### src/rtl/frc_pkg.sv
package frc_pkg;
  typedef enum logic [1:0] {
    STEP_HOLD  = 2'b00,
    STEP_RAISE = 2'b01,
    STEP_LOWER = 2'b10
  } step_e;
endpackage

### src/rtl/frc_race_cnt.sv
// Plain binary race counter; term marks the tick taken while at all ones.
module frc_race_cnt #(
  parameter int W = 4
) (
  input  logic clk,
  input  logic rst,
  input  logic tick,
  input  logic clr,
  output logic term
);
  localparam logic [W-1:0] TOP = '1;

  logic [W-1:0] cnt_q;

  assign term = tick && (cnt_q == TOP);

  always_ff @(posedge clk) begin
    if (rst || clr) cnt_q <= '0;
    else if (tick)  cnt_q <= cnt_q + 1'b1;
  end

  // without a tick or a clear the race count holds
  assert_idle_hold_R2: assert property (@(posedge clk) disable iff (rst)
    (!tick && !clr) |=> $stable(cnt_q));

  // a clear always empties the counter
  assert_clear_empties_R6: assert property (@(posedge clk) disable iff (rst)
    clr |=> (cnt_q == '0));
endmodule

### src/rtl/frc_updown.sv
// Saturating up/down control counter.
module frc_updown
  import frc_pkg::*;
#(
  parameter int W = 8
) (
  input  logic         clk,
  input  logic         rst,
  input  logic [W-1:0] init_val,
  input  step_e        step,
  output logic [W-1:0] val
);
  localparam logic [W-1:0] VMAX = '1;
  localparam logic [W-1:0] VMIN = '0;

  logic [W-1:0] val_q;

  always_ff @(posedge clk) begin
    if (rst) begin
      val_q <= init_val;
    end else begin
      unique case (step)
        STEP_RAISE: if (val_q != VMAX) val_q <= val_q + 1'b1;
        STEP_LOWER: if (val_q != VMIN) val_q <= val_q - 1'b1;
        default:    val_q <= val_q;
      endcase
    end
  end

  assign val = val_q;

  assert_raise_inc_R3: assert property (@(posedge clk) disable iff (rst)
    (step == STEP_RAISE && val_q != VMAX) |=> (val_q == $past(val_q) + 1'b1));
  assert_lower_dec_R4: assert property (@(posedge clk) disable iff (rst)
    (step == STEP_LOWER && val_q != VMIN) |=> (val_q == $past(val_q) - 1'b1));
  assert_sat_high_R7: assert property (@(posedge clk) disable iff (rst)
    (step == STEP_RAISE && val_q == VMAX) |=> (val_q == VMAX));
  assert_sat_low_R8: assert property (@(posedge clk) disable iff (rst)
    (step == STEP_LOWER && val_q == VMIN) |=> (val_q == VMIN));
  assert_hold_R9: assert property (@(posedge clk) disable iff (rst)
    (step == STEP_HOLD) |=> $stable(val_q));
endmodule

### src/rtl/frc_lock_steer.sv
module frc_lock_steer
  import frc_pkg::*;
#(
  parameter int RACE_W = 4,
  parameter int CTRL_W = 8
) (
  input  logic              clk,
  input  logic              rst,
  input  logic [CTRL_W-1:0] init_word,
  input  logic [CTRL_W-1:0] user_word,
  input  logic              use_user,
  input  logic              ref_tick,
  input  logic              loc_tick,
  output logic [CTRL_W-1:0] freq_word,
  output logic              step_up,
  output logic              step_dn
);
  logic              ref_term;
  logic              loc_term;
  logic              cmp_now;
  logic              ref_wrapped_q;
  logic              ref_won;
  step_e             step_sel;
  logic [CTRL_W-1:0] ctrl_val;

  assign cmp_now = loc_term;

  frc_race_cnt #(.W(RACE_W)) u_ref_race (
    .clk(clk), .rst(rst), .tick(ref_tick), .clr(cmp_now), .term(ref_term)
  );

  frc_race_cnt #(.W(RACE_W)) u_loc_race (
    .clk(clk), .rst(rst), .tick(loc_tick), .clr(cmp_now), .term(loc_term)
  );

  // Sticky record of a reference wrap inside the current window
  always_ff @(posedge clk) begin
    if (rst || cmp_now) ref_wrapped_q <= 1'b0;
    else if (ref_term)  ref_wrapped_q <= 1'b1;
  end

  // A same-cycle wrap is taken as having come first
  assign ref_won = ref_wrapped_q || ref_term;

  always_comb begin
    step_sel = STEP_HOLD;
    if (cmp_now) step_sel = ref_won ? STEP_RAISE : STEP_LOWER;
  end

  frc_updown #(.W(CTRL_W)) u_ctrl (
    .clk(clk), .rst(rst), .init_val(init_word), .step(step_sel), .val(ctrl_val)
  );

  always_ff @(posedge clk) begin
    if (rst) begin
      step_up   <= 1'b0;
      step_dn   <= 1'b0;
      freq_word <= init_word;
    end else begin
      step_up   <= (step_sel == STEP_RAISE);
      step_dn   <= (step_sel == STEP_LOWER);
      freq_word <= use_user ? user_word : ctrl_val;
    end
  end

  assert_strobe_excl_R9: assert property (@(posedge clk) disable iff (rst)
    !(step_up && step_dn));
  assert_strobe_single_R9: assert property (@(posedge clk) disable iff (rst)
    (step_up || step_dn) |=> !(step_up || step_dn));
  assert_tie_raises_R5: assert property (@(posedge clk) disable iff (rst)
    (loc_term && ref_term) |=> step_up);
  assert_user_pass_R10: assert property (@(posedge clk) disable iff (rst)
    use_user |=> (freq_word == $past(user_word)));
endmodule

### config.mk
export PLATFORM = sky130hd
export DESIGN_NAME = frc_lock_steer
export DESIGN_NICKNAME = d
export VERILOG_FILES = /design/src/rtl/frc_pkg.sv /design/src/rtl/frc_race_cnt.sv /design/src/rtl/frc_updown.sv /design/src/rtl/frc_lock_steer.sv
export SDC_FILE = /design/constraint.sdc
export NUM_CORES = 1
export LEC_CHECK = 0
export CORE_UTILIZATION = 54
export CTS_CLUSTER_DIAMETER = 100
export DETAILED_ROUTE_END_ITERATION = 8
export PLACE_DENSITY = 0.9
export SLEW_MARGIN = 30
export SYNTH_ARGS = -nofsm -noshare
export SYNTH_HDL_FRONTEND = slang
export SYNTH_HIERARCHICAL = 1
export SYNTH_SLANG_ARGS = --single-unit
### constraint.sdc
create_clock -name clk -period 5.9 [get_ports clk]
set_input_delay 1.18 -clock clk [delete_from_list [all_inputs] [get_ports clk]]
set_output_delay 1.18 -clock clk [all_outputs]
set_load 0.03 [all_outputs]
==> results list <==
* Combinational share of power: between 20% and 30%
* First-pass GRT wire length: 5119 µm
* Endpoint of the worst hold path: step_dn
- Die outline area: 0.002911 mm²
- Setup violations remaining at the end of the flow were counted as 0.
- Summed over all cells, the static leakage comes to 0.0006688 µW.
* Post-route core utilization: 70.44%
* Remaining antenna violation count after routing: 0
- The die is 53.96 µm wide.
- Number of buffers inserted by post-CTS setup repair: 0
- After detailed routing, the number of remaining DRC violations is 0.
- WS Path Type: in -> reg
- Detailed placement ended at an HPWL of around 2300 µm.
* Worst r2r src: u_ref_race/cnt_q[0]
- Endpoint of the worst-slack reg-to-reg timing path: u_ctrl/val[6]
* Cells after Synth: 146
- Hold_ws: 465.0 ps
* Floorplan Core Area: around 0.0025 mm²
- Areal power density over the cells: 211.6 mW/mm²
* Warnings, synthesis: 6
- The number of hold violations in the final report is 0.
- Post-CTS Resized: 0
- Area Overhead vs Synth: 21.89%
* DRT Wirelength: approximately 3300 µm
* Number of hold-repair buffers added at the cts stage: 0
* Setup repair after global routing missed its margin: false
- Crit-path slowest cell: sky130_fd_sc_hd__clkdlybuf4s50_1
* Kind of end point of the critical path: register
- Final sum of negative setup slack: 0 ps
- Fraction of final layout cells sized beyond drive strength 1: 10.86%
- Worst hold path stage count: 1
- Clock Skew: 2.376 ps
* Fraction of post-synthesis cell area in the top cell type by area: 26.09%
- Overall global routing resource usage: roughly 25%
- In the final layout, flip-flops and latches occupy 620.6 µm².
- Worst setup SP type: input port
- sky130_fd_sc_hd__dfxtp_1 takes more of the synthesized area than any other cell.
- Worst Tran Pin Value: between 600 and 700 ps
* Crit path max fanout: 14
* Height of the die: between 50 and 60 µm
* Clock group share of total power: 21.1%
* Count of inserted antenna diode cells: 0
- Summing all multi-input logic gate instances after layout gives 772.0 µm².
- Maximum clock path buffer count: 2
- CTS built an H-tree with a depth of 1.
- Worst endpoint required time: 5980 ps
- Counting flops with a built-in enable in the synthesized netlist gives 8.
* Netlist cell types: between 40 and 50
- Worst reg-to-reg setup slack: 2510 ps
* Minimum clock period: 4259 ps
* MaxCap Viol Count: 0
* Seq/Total Area, Yosys: 42.58%
* Max rail drop VDD: 0.0001702 V
- Number of max-slew violations in the final report: 0
- In this run the core area contains 18 standard-cell rows.
* Path category of the worst min-delay check: reg -> reg
- Each instance of the synthesized netlist takes up on average 9.984 µm².
* Fmax achieved: 234.8 MHz
* Clock tree from TritonCTS: built
- Power dissipated by switching net loads: 106.2 µW
- The congestion estimate from routability-driven global placement came to 0.8069.
* Fill cell total of the finished layout: 190
- Net switching is 28.25% of the power.
* Hold_sp: ref_wrapped_q
* Overflow left after global routing: 0
* Number of nets at the end of the flow: 200
- IO buf count: 30
* Vias per inst: 6.093
- Delay of the slowest critical-path stage: 590 ps
* Worst-case headroom to the max-slew limit: ~56%
- Largest net degree at the start of global routing: 43
* Clock latency reported for the late side of the worst-skew pair: 320 ps
* Total number of clock tree sinks: 27
* Endpoint arrival time on the critical path: 4340 ps
* Reg clk slew, reported paths: 140 ps
* Via count of the first global-routing pass: between 1000 and 1500
- CTS placed an instance of sky130_fd_sc_hd__clkbuf_4 at the clock tree root.
* Total nets after synthesis: 170
- Most area-consuming cells after synthesis: sky130_fd_sc_hd__dfxtp_1 (26%), sky130_fd_sc_hd__edfxtp_1 (16%), sky130_fd_sc_hd__mux2i_1 (7.6%)
- The initial antenna violation count is 0.
* 1st-pass router iterations: 4
- Cell types with the highest counts after synthesis: sky130_fd_sc_hd__dfxtp_1 (19), sky130_fd_sc_hd__nand2_1 (16), sky130_fd_sc_hd__mux2i_1 (11)
- Counting flops with an async set or reset pin after synthesis yields a share of 0%.
* Period utilization: ~72%
- Internal power summed over all cells: between 200 and 300 µW
- Count of boundary I/O pins: 31
* Overall power after layout: 375.9 µW
- In this run, flip-flops and latches consume just under 60% of the power.
- After detailed routing, the average wire length per cell comes to 16.06 µm.
* Depth of the worst register-to-register path: 11
- Flip-flop cell with the highest count after synthesis: sky130_fd_sc_hd__dfxtp_1
* Leading cell type by number of instances after synthesis: sky130_fd_sc_hd__dfxtp_1
- Detailed-route via count: 1249
- In this run, the number of DRC markers left after iteration 0 of detailed routing was 75.
- Post-synth design cell area: approximately 0.0015 mm²
* Total CTS buffers: 3
* CP cell instances: clkdlybuf4s50_1, and4_2, and2_1, nor2b_1, xor2_1, ha_1, or2_2, nor4_1, o21a_1, o31ai_1
- For this configuration, the core starts out at a cell density of 57.79%.
- The flow ran to the end, and the final reports show no timing, DRC or antenna violations.
- Post-synthesis sequential element count: 27
## metal layers
metal  vias up  global-route usage, %  part of all wire [%]
li1        601                      -                     -
met4         0                  9.211                   1.2
met1       578                  33.92                    44
met3         6                  3.390                   7.3
met2        64                  38.68                    48
met5         -                      0                     0
## cells by family after synthesis
group,synth area share [%]
XOR/XNOR,4.206
AND/OR/NAND/NOR,23.00
AO/OA/AOI/OAI,13.31
flip-flops,42.57
multiplexers,9.871
adder cells (fa/ha/maj),2.575
buffers and inverters,4.463
## power groups by stage
stage	Combinational [µW]	Clock (µW)	Sequential, µW
2_1_floorplan	34.6	0	229
3_3_place_gp	73.6	0	221
3_5_place_dp	76.9	0	222
4_1_cts	77.5	80.7	218
5_1_grt	84.7	87.0	220
6_report	77.9	79.3	219
## layout make-up
class | instances | area share, %
tap | 30 | 2.113
inverter | 3 | 0.6338
sequential | 27 | 34.93
clock buffer | 3 | 1.268
timing repair buffer | 31 | 17.32
clock inverter | 1 | 0.2817
multi-input combinational | 110 | 43.45
## registers in the layout (all words and copies together) (netlist names)
signal,cells
u_ctrl/val,8
step_dn,1
step_up,1
freq_word,8
u_loc_race/cnt_q,4
u_ref_race/cnt_q,4
ref_wrapped_q,1
## how the worst max path moves through the flow
| stage | start | end | cells past startpoint |
|---|---|---|---|
| 5_1_grt | loc_tick | u_ctrl/val[6] | 10 |
| 2_1_floorplan | loc_tick | u_ctrl/val[6] | 10 |
| 6_report | loc_tick | u_ctrl/val[6] | 10 |
| 3_5_place_dp | loc_tick | u_ctrl/val[6] | 10 |
| 3_3_place_gp | loc_tick | u_ctrl/val[6] | 10 |
| 4_1_cts | loc_tick | u_ctrl/val[6] | 10 |
## layout by cell type, fill, tap and decap left out, types with 4 or more instances in the layout
cell and count:
sky130_fd_sc_hd__nor2_1 5, sky130_fd_sc_hd__nand2_1 16, sky130_fd_sc_hd__xnor2_1 4, sky130_fd_sc_hd__mux2i_1 11, sky130_fd_sc_hd__nand3_1 5, sky130_fd_sc_hd__clkdlybuf4s50_1 30, sky130_fd_sc_hd__o21ai_0 6, sky130_fd_sc_hd__nor3_1 8
sky130_fd_sc_hd__o21ai_1 7, sky130_fd_sc_hd__edfxtp_1 8, sky130_fd_sc_hd__dfxtp_1 19
## worst max-delay path: cells and delay by family
family	cells	cell delay, ps
XOR/XNOR	1	160
AND/OR/NAND/NOR	5	1910
buffers and inverters	1	590
adder cells (fa/ha/maj)	1	270
AO/OA/AOI/OAI	2	230
## metrics by stage
stage / instances / instance area [µm²] / setup WS, ps
floorplan: 146 / 1458 / 2566
global placement: 201 / 1749 / 1598
detailed placement: 201 / 1749 / 1369
CTS: 205 / 1777 / 1714
global route: 205 / 1777 / 1443
finish: 205 / 1777 / 1641
No activity file was read; power rests on OpenSTA's default activity.
